<file path="config.mk">
export PLATFORM = sky130hd
export DESIGN_NAME = gate_steer
export DESIGN_NICKNAME = d
export VERILOG_FILES = /design/src/rtl/steer_pkg.sv /design/src/rtl/route_latch.sv /design/src/rtl/dead_leg.sv /design/src/rtl/gate_steer.sv
export SDC_FILE = /design/constraint.sdc
export NUM_CORES = 1
export LEC_CHECK = 0
export BUFFER_PORTS_ARGS = -buffer_cell sky130_fd_sc_hd__buf_2
export CAP_MARGIN = 10
export CORE_ASPECT_RATIO = 1.1
export CORE_MARGIN = 4
export CORE_UTILIZATION = 60
export CTS_BUF_LIST = sky130_fd_sc_hd__clkbuf_16
export DETAILED_ROUTE_END_ITERATION = 10
export GPL_ROUTABILITY_DRIVEN = 0
export PLACE_DENSITY = 0.85
export SYNTH_ARGS = -nofsm -noshare
export SYNTH_HDL_FRONTEND = slang
export SYNTH_SLANG_ARGS = --single-unit
</file>
<file path="constraint.sdc">
create_clock -name clk -period 2.7 [get_ports clk]
set_input_delay 0.135 -clock clk [delete_from_list [all_inputs] [get_ports clk]]
set_output_delay 0.135 -clock clk [all_outputs]
set_load 0.005 [all_outputs]
</file>
<file path="src/rtl/steer_pkg.sv">
package steer_pkg;
    localparam int LEGS  = 3;
    localparam int NSW   = 2 * LEGS;
    localparam int IDX_W = 3;

    typedef struct packed {
        logic             valid;
        logic [IDX_W-1:0] pwm_sw;
        logic [IDX_W-1:0] on_sw;
    } route_t;

    // one-hot switch mask, empty for indices beyond the last switch
    function automatic logic [NSW-1:0] sw_mask(logic [IDX_W-1:0] idx);
        logic [NSW-1:0] m;
        m = NSW'(1) << idx;
        if (int'(idx) >= NSW) m = '0;
        return m;
    endfunction

    // six-step decode: PWM on high side of one leg, low side of another held on
    function automatic route_t step_route(logic [2:0] s);
        route_t r;
        int h;
        int l;
        h = int'(s[2:1]);
        l = (h + 1 + int'(s[0])) % LEGS;
        r.valid  = (int'(s) < NSW);
        r.pwm_sw = IDX_W'(2 * h);
        r.on_sw  = IDX_W'(2 * l + 1);
        return r;
    endfunction
endpackage

</file>
<file path="src/rtl/route_latch.sv">
module route_latch
    import steer_pkg::*;
(
    input  logic             clk,
    input  logic             rst,
    input  logic             commute,
    input  logic             use_pattern,
    input  logic [2:0]       step,
    input  logic [IDX_W-1:0] pwm_sw,
    input  logic [IDX_W-1:0] on_sw,
    output route_t           q
);
    route_t nxt;

    always_comb begin
        if (use_pattern) begin
            nxt.valid  = 1'b1;
            nxt.pwm_sw = pwm_sw;
            nxt.on_sw  = on_sw;
        end else begin
            nxt = step_route(step);
        end
    end

    always_ff @(posedge clk) begin
        if (rst) q <= '0;
        else if (commute) q <= nxt;
    end
endmodule

</file>
<file path="src/rtl/dead_leg.sv">
module dead_leg #(
    parameter int DT_W = 8
) (
    input  logic            clk,
    input  logic            rst,
    input  logic [1:0]      req,
    input  logic [DT_W-1:0] dead,
    output logic [1:0]      drive
);
    logic [1:0] ok_req;

    // a request for both switches of the leg turns both off
    assign ok_req = (&req) ? 2'b00 : req;

    for (genvar j = 0; j < 2; j++) begin : g_sw
        logic [DT_W-1:0] cnt;
        always_ff @(posedge clk) begin
            if (rst || !ok_req[j]) cnt <= '0;
            else if (cnt < dead) cnt <= cnt + 1'b1;
        end
        assign drive[j] = ok_req[j] && (cnt >= dead);
    end
endmodule

</file>
<file path="src/rtl/gate_steer.sv">
module gate_steer
    import steer_pkg::*;
#(
    parameter int DT_W = 8
) (
    input  logic             clk,
    input  logic             rst,
    input  logic             pwm_in,
    input  logic             commute,
    input  logic             use_pattern,
    input  logic [2:0]       step,
    input  logic [IDX_W-1:0] pwm_sw,
    input  logic [IDX_W-1:0] on_sw,
    input  logic [DT_W-1:0]  dead,
    input  logic [NSW-1:0]   pol,
    input  logic             enable,
    output logic [NSW-1:0]   gate
);
    route_t         lat_q;
    logic [NSW-1:0] req;
    logic [NSW-1:0] drive;

    route_latch u_latch (
        .clk(clk), .rst(rst), .commute(commute), .use_pattern(use_pattern),
        .step(step), .pwm_sw(pwm_sw), .on_sw(on_sw), .q(lat_q)
    );

    always_comb begin
        req = '0;
        if (lat_q.valid)
            req = sw_mask(lat_q.on_sw) | (pwm_in ? sw_mask(lat_q.pwm_sw) : '0);
    end

    for (genvar k = 0; k < LEGS; k++) begin : g_leg
        dead_leg #(.DT_W(DT_W)) u_leg (
            .clk(clk), .rst(rst), .req(req[2*k+1:2*k]), .dead(dead),
            .drive(drive[2*k+1:2*k])
        );
    end

    always_ff @(posedge clk) begin
        if (rst || !enable) gate <= pol;
        else gate <= drive ^ pol;
    end
endmodule

</file>
==> results by stage, run 1 <==
Outcome:
- The flow ran to the end, and the final reports show no timing, DRC or antenna violations.

Floorplan:
- The die covers 8407 um^2.
- The placeable core region is 6710 um^2.
- The chip width is 87.79 um.
- During I/O placement, the number of pins put on the boundary was 35.
- The initial utilization of the core area, before any placement, comes to 62.61%.
- The number of rows created at floorplan is 31.
- The die extent in y is 95.77 um.

STA:
- The final critical path takes up 93.41% of the cycle.
- The final-report hold violation count is 0.
- Setup violations remaining at the end of the flow were counted as 0.
- Based on the critical path, the design can be clocked at up to 396.5 MHz.
- The final setup TNS is 0 ns.
- Subtracting the final worst setup slack from the clock period gives 2.522 ns.
- The worst-margin pin slew is 1.045 ns.
- The worst pin sits at a relative slew slack of 30.37%.
- The final worst clock skew is 0.006606 ns.
- The number of pins exceeding their max-slew limit in the final report is 0.

Yosys:
- The share of the Yosys chip area taken by registers is 29.06%.
- For this run, asynchronously set or reset flops after synthesis account for 0%.
- After synthesis, the mean cell area works out to 8.386 um^2.
- The synthesized-area fraction occupied by adder cells is 18.34%.
- When the netlist entered floorplanning its net count stood at 591.
- By area, the combinational part of the netlist is dominated by simple AND/OR/NAND/NOR gates.
- The cell area after synthesis is 4202 um^2.
- Yosys printed 0 warnings.
- Among all flip-flop cells after synthesis, the most frequent one is sky130_fd_sc_hd__dfxtp_1.
- The instance count of the mapped netlist is 501.
- The xor and xnor area share after synthesis is 2.710%.
- The synthesized netlist contains 48 unique library cells.
- The synthesized netlist devotes 20.37% of its cell area to compound gates.
- Multiplexer cells account for 0.4765% of the synthesized area.
- After synthesis the netlist holds a flip-flop and latch count of 61.
- The number of synthesized flops with an enable pin is 0.
- After Yosys synthesis, and, or, nand and nor cells account for 25.61% of the synthesized area.

Global route:
- The number of global-route vias before repair is 4143.
- The initial antenna violation count is 0.
- The total overflow reported by the global router is 0.
- The first global-routing pass estimated 18120 um of wire.
- The combined global-route utilization of all metal layers is 27.13%.
- The largest net degree at the start of global routing is 18.

Power and ir drop:
- The total internal power is 1.733 mW.
- The relative contribution of combinational cells to total power is 11.6%.
- The largest voltage drop on the vdd net is 0.0004443 V.
- Of the total power, the clock network draws 47.8%.
- Power spread over the standard cell area amounts to 482.8 nW/um^2.
- The leakage power total is 1.957 nW.
- In this run the power spent charging and discharging nets is 0.5827 mW.
- The share of power burned in registers is 40.6%.
- The switching power as a share of total power is 25.16%.
- After layout, the design draws a total of 2.316 mW.

Clock network:
- The latest clock arrival within the worst-skew pair is 0.33 ns.
- The buffer levels on the longest clock path is 2.
- TritonCTS built the clock tree.
- The total clock buffers created by CTS is 9.
- The cell at the root of the clock tree is sky130_fd_sc_hd__clkbuf_16.
- The number of H-tree branching levels is 3.
- The number of clock sinks is 61.
- The clock transition at the registers of the reported paths is 0.05 ns.
- The post-CTS setup-driven buffer insertion count is 0.

Critical path:
- The highest fanout seen on the critical path is 5.
- The largest single stage delay on the critical path is 0.57 ns.
- The worst setup path is captured at a register.
- The startpoint type of the worst setup path is an input pin.
- The master of the slowest instance on the critical path is sky130_fd_sc_hd__fa_1.
- The critical path arrival is 2.73 ns.
- For the worst setup path, the data required time is 2.91 ns.
- The critical path goes through buf_2 -> inv_1 -> ha_1 -> inv_1 -> fa_1 -> inv_1 -> ha_1 -> a31oi_1 -> nand2_1 -> o21ai_0 -> nor2_1 -> ha_1 -> a21oi_2 -> nor4bb_2 -> nor3_1.
- The critical path is of the in2reg type.

Job:
- Across the run, the number of max-cap violations was 0.

Routing:
- The number of iterations in the first detailed-routing pass is 5.
- The average wire per cell in the routed design is 16.88 um.
- The final wirelength is 10620 um.
- The total DRC errors in the routed layout is 0.
- The vias after detailed routing is 4150.
- The per-cell via count in the routed design is 6.598.
- For this block, the initial DRC count from the detailed router was 221.
- The count of nets left with antenna violations once routing finished came out at 0.

Finish:
- The net count of the finished layout is 632.
- The count of fill cells added during filler insertion is 502.
- The relative area change from synthesis to final layout is 14.18%.
- The final cell area excluding filler cells is 4797 um^2.
- Cells with a size suffix above 1 make up 11.33% of the layout.
- The count of inserted antenna diode cells is 0.

Placed design:
- The HPWL after detailed placement is 7612 um.
- After detailed placement, the total cell area comes to 4454 um^2.
- The number of port buffers is 34.

Hold path:
- In this run the worst hold path is classified as in2reg.
==> sequential cells by signal, indices dropped and copies added, names as in the netlist <==
name                  flops
g_leg.u_leg.g_sw.cnt     48
gate                      6
u_latch.q                 7
==> stage by stage <==
step                util (%)  setup WS (ns)  hold WS [ns]  cells
floorplan                  -         0.1960        0.2041    501
global placement       66.38        0.03581        0.3319    608
detailed placement     66.38        -0.2281        0.3342    608
CTS                    71.19         0.1003      0.007386    628
global route           71.49       -0.06807       0.02538    629
finish                 71.49         0.1778      0.006227    629
==> worst paths after layout <==
kind                                 startpoint                            end  slack, ns  depth (start not counted)
setup / recovery                        step[1]                   u_latch.q[1]       0.18                         15
hold / removal                           pol[5]                        gate[5]      0.006                          2
hold reg to reg   g_leg[1].u_leg.g_sw[1].cnt[7]  g_leg[1].u_leg.g_sw[1].cnt[7]       0.49                          2
setup reg to reg  g_leg[2].u_leg.g_sw[1].cnt[3]  g_leg[2].u_leg.g_sw[1].cnt[7]       0.36                          6
==> synth_stat cells, types with 2 or more instances <==
library cell | number | area [um^2]
sky130_fd_sc_hd__inv_1 | 25 | 93.84
sky130_fd_sc_hd__or3_1 | 13 | 81.33
sky130_fd_sc_hd__nand4_1 | 25 | 156.4
sky130_fd_sc_hd__and4b_1 | 4 | 40.04
sky130_fd_sc_hd__nand4b_1 | 2 | 17.52
sky130_fd_sc_hd__nand2_1 | 31 | 116.4
sky130_fd_sc_hd__o31ai_1 | 14 | 105.1
sky130_fd_sc_hd__a211oi_1 | 6 | 45.04
sky130_fd_sc_hd__and3_1 | 4 | 25.02
sky130_fd_sc_hd__or2_2 | 2 | 12.51
sky130_fd_sc_hd__nor3b_1 | 3 | 22.52
sky130_fd_sc_hd__nor4bb_1 | 2 | 20.02
sky130_fd_sc_hd__dfxtp_1 | 61 | 1221
sky130_fd_sc_hd__a21oi_1 | 45 | 225.2
sky130_fd_sc_hd__clkbuf_1 | 12 | 45.04
sky130_fd_sc_hd__o21ai_0 | 31 | 155.2
sky130_fd_sc_hd__nor2_1 | 29 | 108.9
sky130_fd_sc_hd__nand3b_1 | 2 | 15.01
sky130_fd_sc_hd__or2_1 | 2 | 12.51
sky130_fd_sc_hd__a21o_1 | 5 | 37.54
sky130_fd_sc_hd__nor4_1 | 6 | 37.54
sky130_fd_sc_hd__nand2b_1 | 2 | 12.51
sky130_fd_sc_hd__o21a_1 | 6 | 45.04
sky130_fd_sc_hd__xor2_1 | 3 | 26.28
sky130_fd_sc_hd__o211ai_1 | 22 | 165.2
sky130_fd_sc_hd__nor3_1 | 3 | 15.01
sky130_fd_sc_hd__xnor2_1 | 10 | 87.58
sky130_fd_sc_hd__or4_1 | 24 | 180.2
sky130_fd_sc_hd__a31oi_1 | 3 | 18.77
sky130_fd_sc_hd__mux2i_1 | 2 | 20.02
sky130_fd_sc_hd__and3b_1 | 2 | 17.52
sky130_fd_sc_hd__nand3_1 | 18 | 90.09
sky130_fd_sc_hd__o21ai_1 | 2 | 10.01
sky130_fd_sc_hd__nor2b_1 | 6 | 37.54
sky130_fd_sc_hd__o22ai_1 | 2 | 12.51
sky130_fd_sc_hd__ha_1 | 60 | 750.7
==> power by group through the flow <==
stage | clock network, mW | logic (mW) | registers [mW]
final | 1.11 | 0.269 | 0.940
after global routing | 1.16 | 0.304 | 0.941
after detailed placement | 0 | 0.252 | 0.956
after CTS | 1.12 | 0.260 | 0.938
after floorplan | 0 | 0.165 | 0.952
after global placement | 0 | 0.233 | 0.956
==> cells in the final DEF (no fill, tap or decap), types with 24 or more instances in the layout <==
cell                      netlist  final
sky130_fd_sc_hd__buf_2          1     35
sky130_fd_sc_hd__dfxtp_1       61     61
sky130_fd_sc_hd__nand4_1       25     25
sky130_fd_sc_hd__inv_1         25     26
sky130_fd_sc_hd__ha_1          60     60
sky130_fd_sc_hd__or4_1         24     24
sky130_fd_sc_hd__o21ai_0       31     29
sky130_fd_sc_hd__a21oi_1       45     44
sky130_fd_sc_hd__nor2_1        29     29
sky130_fd_sc_hd__nand2_1       31     31
==> final cells by class <==
type	count	area, um^2	share of cell area (%)
multi-input cells	402	2851	59.44
flip-flops and latches	61	1221	25.46
repair buffers	43	245.2	5.112
clock buffers	9	225.2	4.695
well taps	82	102.6	2.139
inverters	25	93.84	1.956
clock inverters	7	57.56	1.200
==> per-layer routing <==
| metal | part of all wire (%) | track usage (%) |
|---|---|---|
| met1 | 43 | 31.68 |
| met2 | 50 | 47.30 |
| met3 | 4.4 | 4.452 |
| met4 | 2.9 | 14.32 |
| met5 | 0 | 0 |
==> what timing repair did <==
action                                  4_1_cts  5_1_grt
endpoints found under the hold margin         4        0
hold buffers                                  4        0
endpoints found under the setup margin        0        2
resized for setup                             0        4
==> critical path, delay by kind of cell <==
| kind | cells | cell delay (ns) |
|---|---|---|
| AOI/OAI and AO/OA | 3 | 0.54 |
| adders and majority gates | 4 | 1.18 |
| buffers and inverters | 4 | 0.31 |
| and+or+nand+nor | 4 | 0.55 |
==> cell families (layout without fill, tap and decap cells) <==
group | Yosys count | after routing
flip-flops | 61 | 61
adder cells (fa/ha/maj) | 61 | 61
AO/OA/AOI/OAI | 140 | 140
XOR/XNOR | 13 | 13
multiplexers | 2 | 2
buffers and inverters | 38 | 84
AND/OR/NAND/NOR | 186 | 186
Power figures use the tool's default switching activity.
==> run 2: changes to the inputs <==
CORE_MARGIN = 2   (was 4)
CORE_UTILIZATION = 55   (was 60)
PLACE_DENSITY = 0.82   (was 0.85)
SYNTH_HIERARCHICAL = 1   (was default)
clock period = 2.25 ns   (was 2.7 ns; I/O delays follow)
==> results by stage, run 2 <==
Outcome:
- The flow ran to the end, and the final reports show no timing, DRC or antenna violations.

STA:
- The final worst-path cycle share is 91.25%.
- The worst path meets setup with 0.1970 ns of slack.
- In this run the tightest slew margin relative to its limit is 63.31%.
- After routing, the total negative slack on setup checks comes to 0 ns.
- Static timing analysis puts the maximum clock frequency at 487.1 MHz.
- The final worst clock skew is 0.006007 ns.
- The number of pins exceeding their max-slew limit in the final report is 0.
- Hold timing on the final database bottoms out at a slack of 0.02900 ns.
- For the pin with the worst max-slew slack, the measured transition is 0.5445 ns.
- Setup violations remaining at the end of the flow were counted as 0.
- The final-report hold violation count was 0.
- After layout, the minimum clock period comes to 2.053 ns.
- Setup repair after global routing left no endpoint under its margin.

Power and ir drop:
- The power density over the cells is 520.0 nW/um^2.
- The largest voltage drop on the vdd net is 0.0003507 V.
- The leakage power total is 1.989 nW.
- The total chip power is 2.537 mW.

Clock network:
- Clock tree synthesis selected as its root buffer the cell sky130_fd_sc_hd__clkbuf_16.
- The clock transition at the registers of the reported paths is 0.05 ns.
- The number of clock sinks is 61.
- Counting the buffers created by CTS gives 9.
- The buffer levels on the longest clock path is 2.
- The count of cells resized by post-cts repair is 0.
- The clock tree synthesis step divided the H-tree into 3 levels.
- Clock latency on the worst-skew pair, taken at its later pin, is 0.33 ns.
- The clock tree from TritonCTS is yes.

Floorplan:
- Measured along the x axis, the die boundary spans 88.10 um.
- The area of the die is 8503 um^2.
- The number of rows created at floorplan is 33.
- The placeable core region is 7515 um^2.
- 35 I/O pins were placed.
- The initial core utilization is 56.94%.
- From bottom edge to top edge, the die measures 96.51 um.

Yosys:
- Yosys attributes the largest share of cell area to sky130_fd_sc_hd__dfxtp_1, sky130_fd_sc_hd__ha_1, sky130_fd_sc_hd__a21oi_1, sky130_fd_sc_hd__nand4_1, sky130_fd_sc_hd__o21ai_0.
- The cell area after synthesis is 4279 um^2.
- After synthesis, the most frequently instantiated cells are sky130_fd_sc_hd__a21oi_1, sky130_fd_sc_hd__dfxtp_1, sky130_fd_sc_hd__ha_1.
- The share of the synthesized area in compound gates (AO/OA/AOI/OAI) is 21.11%.
- The synthesized netlist devotes 1.228% of its cell area to XOR and XNOR gates.
- The share of synthesized area in the top cell type comes to 28.54%.
- The leading register cell type out of synthesis is sky130_fd_sc_hd__dfxtp_1.
- The biggest area contributor in the post-synthesis netlist is sky130_fd_sc_hd__dfxtp_1.
- The share of the Yosys chip area taken by registers is 28.54%.
- After Yosys synthesis, and, or, nand and nor cells account for 26.90% of the synthesized area.
- The fraction of synthesized area in multiplexers is 0.4678%.
- The main combinational cell family by area after synthesis is simple AND/OR/NAND/NOR gates.
- Synthesis produced a netlist whose cell count is 515.
- The average footprint of a synthesized cell is 8.309 um^2.
- The register bit total from synthesis is 61.
- The synthesized netlist devotes 17.25% of its cell area to adder and majority cells.
- The Yosys step of the flow raised 6 warnings.
- In this run, synthesis inferred 0 flip-flops with an integrated enable.
- The number of nets handed over by synthesis was 603.
- In the synthesized netlist the async set-or-reset flop fraction comes to 0%.
- Yosys mapped the design onto 38 distinct sky130hd cell types.

Hold path:
- Counting instances, the worst hold path has a depth of 2.
- The type of the tightest min-delay check is in2reg.

Placed design:
- The HPWL after detailed placement is 7615 um.
- Before CTS, the worst setup slack after placement is 0.09766 ns.
- The number of port buffers is 34.

Finish:
- The share of cells above drive strength 1 is 11.13%.
- The register with the most flip-flops in the layout has 48 of them.
- The relative area change from synthesis to final layout is 14.01%.
- The repair_antennas step left the layout with diodes totalling 0.
- For this run, the post-layout net count is 649.
- The top cell types in the final layout, fill and taps aside, are sky130_fd_sc_hd__a21oi_1, sky130_fd_sc_hd__dfxtp_1, sky130_fd_sc_hd__ha_1.
- The largest registers in the layout are g_leg.u_leg/g_sw.cnt (48), u_latch/q (7), gate (6).
- The count of fill cells added during filler insertion is 652.
- g_leg.u_leg/g_sw.cnt holds more flip-flops than any other register.

Global route:
- The largest net degree at the start of global routing is 25.
- The initial antenna violation count is 0.
- The wire length of the first global-routing pass is 16810 um.
- Global routing used 24.88% of the available tracks across all layers.
- The number of global-route vias before repair came to 3732.
- For this run the aggregate overflow at the end of global routing stands at 0.

Routing:
- The detail route stage leaves a number of antenna-violating nets equal to 0.
- After detailed routing, the number of remaining DRC violations is 0.
- The number of DRC violations after detailed-routing iteration 0 is 183.
- In the final routed layout, each cell accounts on average for 14.77 um.
- For this block, the routed nets add up to 9914 um of wire.
- Dividing the detail-routed via count by the number of cells gives 6.083.
- Detailed routing inserted a total of 4082 vias.
- The first detailed-routing pass ran for 4 iterations.

Critical path:
- The critical path arrival is 2.32 ns.
- The highest fanout seen on the critical path is 7.
- The worst setup path is of the reg2reg kind.
- The worst reg-to-reg path cell count is 5.
- The startpoint type of the worst setup path is a register.
- STA puts the critical path data required time at 2.52 ns.
- The worst setup path is captured at a register.

Job:
- Across the run, the number of max-cap violations was 0.
-- run 2: layer usage --
metal  track usage, %  vias up  share of wire, %
li1                 -     2062                 -
met1            31.18     1918                47
met2            42.49       87                48
met3            5.438       15               4.0
met4            8.081        0               1.5
met5                0        -                 0
-- run 2: timing repair --
item                                   4_1_cts  5_1_grt
setup buffers                                0        0
endpoints found under the hold margin        2        0
hold buffers                                 2        0
-- run 2: kinds of logic after synthesis --
family / Yosys count
compound gates: 152
xor+xnor: 6
fa+ha+maj: 59
buf+inv: 47
flops: 61
mux: 2
simple gates: 188
-- run 2: area by class of cell --
type / instances / area (um^2) / share of cell area (%)
flip-flops and latches: 61 / 1221 / 25.03
clock inverters: 7 / 27.53 / 0.5642
well taps: 105 / 131.4 / 2.693
repair buffers: 48 / 280.3 / 5.745
multi-input cells: 407 / 2865 / 58.73
clock buffers: 9 / 225.2 / 4.617
inverters: 34 / 127.6 / 2.616
-- run 2: metrics by stage --
step                      area, um^2  utilization (%)  std cells
after floorplan                 4279                -        515
after global placement          4606            61.29        653
after detailed placement        4606            61.29        653
after CTS                       4878            64.92        671
after global routing            4878            64.92        671
final                           4878            64.92        671
-- run 2: report_power, final --
group | total (mW) | internal (mW) | leakage (nW) | switching (mW)
logic | 0.242 | 0.107 | 1.35 | 0.135
clock network | 1.17 | 0.717 | 0.139 | 0.458
registers | 1.12 | 1.10 | 0.495 | 0.0204
total | 2.54 | 1.92 | 1.99 | 0.613
-- run 2: final timing paths --
| path | start | to | slack, ns |
|---|---|---|---|
| min reg2reg | g_leg[1].u_leg/g_sw[1].cnt[7] | g_leg[1].u_leg/g_sw[1].cnt[7] | 0.50 |
| max reg2reg | u_latch/q[2] | g_leg[2].u_leg/g_sw[0].cnt[2] | 0.20 |
| max | u_latch/q[2] | g_leg[2].u_leg/g_sw[0].cnt[2] | 0.20 |
| min | pol[0] | gate[0] | 0.03 |
-- run 2: critical path, stage by stage (launching register included) --
cell,delay (ns)
sky130_fd_sc_hd__dfxtp_1,0.42
sky130_fd_sc_hd__nor3b_1,0.24
sky130_fd_sc_hd__o21a_1,0.26
sky130_fd_sc_hd__or3b_1,0.48
sky130_fd_sc_hd__or4_1,0.51
sky130_fd_sc_hd__nand2_1,0.08
==> run 3: changes to the inputs <==
CORE_MARGIN = default   (was 2)
CTS_CLUSTER_SIZE = 28   (was default)
==> results by stage, run 3 (synthesis gave the netlist of run 2 again) <==
Routing:
- The routed design has 10590 um of wire.
- After detailed routing, the number of remaining DRC violations is 0.
- Detailed routing inserted a total of 4270 vias.
- Wire segments on met3 add up to 601 um in the final route.
- In the detailed route, the total length drawn on met2 is 4987 um.
- The top routing layer in use is met4.
- The number of DRC violations after detailed-routing iteration 0 is 203.
- The per-cell via count in the routed design is 6.354.
- The number of iterations in the first detailed-routing pass is 5.
- For this block, wires on met1 add up to 4641 um.
- The detail route stage leaves a number of antenna-violating nets equal to 0.
- After detailed routing, the average wire length per cell comes to 15.75 um.

STA:
- Setup violations remaining at the end of the flow were counted as 0.
- Setup repair after global routing left no endpoint under its margin.
- The final worst clock skew is 0.006970 ns.
- The worst hold slack is 0.03907 ns.
- The number of pins exceeding their max-slew limit in the final report was 0.
- Setup slack closes at 0.1516 ns.
- The final critical path time including I/O delays and setup is 2.098 ns.
- The fmax is 476.6 MHz.
- The final-report hold violation count was 0.
- Measured against its own limit, the worst slew margin works out to 58.86%.
- The final setup TNS is 0 ns.
- The worst path uses 93.26% of the clock period.
- The worst-margin pin slew is 0.6157 ns.

Finish:
- The share of cells above drive strength 1 is 11.82%.
- The leading cell type in the layout, fill and taps excluded is sky130_fd_sc_hd__dfxtp_1.
- The library cells used most frequently in the layout, excluding fill and tap cells, are sky130_fd_sc_hd__dfxtp_1, sky130_fd_sc_hd__a21oi_1, sky130_fd_sc_hd__ha_1.
- Counting flops per register, the top entry is g_leg.u_leg/g_sw.cnt.
- The register with the most flip-flops in the layout has 48 of them.
- The number of nets in the layout is 651.
- In the final layout, the registers with the most flip-flops are g_leg.u_leg/g_sw.cnt (48), u_latch/q (7), gate (6).
- The count of inserted antenna diode cells is 0.
- The relative area change from synthesis to final layout is 15.79%.

Global route:
- For this run, the total global-route usage over all layers was measured as 27.31%.
- Entering global routing, the biggest net connects 25 pins.
- The first global-routing pass estimated 17690 um of wire.
- The initial antenna violation count came to 0.
- The total overflow reported by the global router is 0.
- The number of global-route vias before repair is 3925.

Critical path:
- STA puts the critical path data arrival time at 2.36 ns.
- The kind of end point of the critical path is a register.
- By startpoint and endpoint, the worst setup path is classified as reg2reg.
- The startpoint type of the worst setup path is a register.
- For the worst setup path, the data required time is 2.51 ns.
- The highest fanout seen on the critical path is 15.

Floorplan:
- The die covers 8137 um^2.
- The die is 94.51 um tall.
- The placeable core region is 7515 um^2.
- Row generation in the floorplan step produced 33 rows.
- The initial core utilization is 56.94%.
- During I/O placement, the number of pins put on the boundary was 35.
- From left edge to right edge, the die measures 86.10 um.

Clock network:
- The number of clock sinks is 61.
- The clock transition at the registers of the reported paths is 0.05 ns.
- TritonCTS built the clock tree.
- The clock passes through at most 2 buffers.
- The number of H-tree branching levels is 3.
- The root buffer cell chosen for the clock tree is sky130_fd_sc_hd__clkbuf_16.
- The latest clock arrival within the worst-skew pair is 0.33 ns.
- Post-CTS timing repair inserted 0 buffers for setup.
- In this run, CTS created clock tree buffers numbering 9.

Outcome:
- The run finished with clean final reports.

Power and ir drop:
- VDD sags by at most 0.0003424 V.
- The power density over the cells is 565.5 nW/um^2.
- For this design the static power due to leakage is 2.009 nW.
- The total chip power is 2.802 mW.

Job:
- Across the run, the number of max-cap violations was 0.

Placed design:
- Before CTS, the worst setup slack after placement is 0.09466 ns.
- The number of port buffers is 34.
- The HPWL after detailed placement is 7837 um.

Hold path:
- The worst hold path belongs to the class in2reg.
-- run 3: changes by cell type in the layout (fill, tap and decap cells not counted) --
cell,change
sky130_fd_sc_hd__a21oi_2,+1
sky130_fd_sc_hd__clkinv_1,-1
sky130_fd_sc_hd__bufinv_16,+2
sky130_fd_sc_hd__clkinvlp_4,+1
sky130_fd_sc_hd__a21oi_1,-1
sky130_fd_sc_hd__dlygate4sd3_1,+2
sky130_fd_sc_hd__inv_1,-3
-- run 3: worst paths after layout --
path | from | end | slack (ns) | depth (start not counted)
worst max register to register | g_leg[2].u_leg/g_sw[1].cnt[1] | gate[5] | 0.15 | 9
worst min register to register | g_leg[1].u_leg/g_sw[1].cnt[7] | g_leg[1].u_leg/g_sw[1].cnt[7] | 0.49 | 2
worst max-delay path | g_leg[2].u_leg/g_sw[1].cnt[1] | gate[5] | 0.15 | 9
worst min-delay path | pol[3] | gate[3] | 0.04 | 2
-- run 3: stage by stage --
stage / cell area, um^2 / util (%) / cells
global placement: 4606 / 61.29 / 653
global route: 4955 / 65.93 / 672
finish: 4955 / 65.93 / 672
floorplan: 4279 / - / 515
detailed placement: 4606 / 61.29 / 653
CTS: 4951 / 65.88 / 672
-- run 3: layer usage --
metal	GRT usage [%]	vias to the layer above
met5	0	-
met4	12.78	0
met3	4.196	34
met2	45.90	162
met1	34.28	2002
li1	-	2072
-- run 3: critical path, cell delays in order, from the launching register on --
cell and delay, ns:
sky130_fd_sc_hd__dfxtp_1 0.42, sky130_fd_sc_hd__ha_1 0.28, sky130_fd_sc_hd__nor2b_1 0.15, sky130_fd_sc_hd__o211ai_2 0.16, sky130_fd_sc_hd__a21oi_1 0.08, sky130_fd_sc_hd__buf_4 0.18
sky130_fd_sc_hd__nor3_1 0.36, sky130_fd_sc_hd__nor3b_1 0.11, sky130_fd_sc_hd__nand3b_1 0.16, sky130_fd_sc_hd__xnor2_1 0.13
-- run 3: where the power goes --
part           leakage, nW  internal (mW)  total (mW)  switching [mW]
clock                0.150          0.952        1.43           0.479
sequential           0.495           1.10        1.12          0.0212
combinational         1.36          0.110       0.250           0.140
total                 2.01           2.16        2.80           0.641
-- run 3: cell type report --
class,count,area (um^2)
fillers,603,2560
repair buffers,50,300.3
clock buffers,9,225.2
well taps,105,131.4
flip-flops and latches,61,1221
clock inverters,6,80.08
multi-input cells,407,2869
inverters,34,127.6
-- run 3: repair_timing --
| action | in CTS | in global routing |
|---|---|---|
| hold buffers | 4 | 0 |
| resized for setup | 0 | 1 |
| endpoints found under the hold margin | 4 | 0 |
| endpoints found under the setup margin | 0 | 1 |
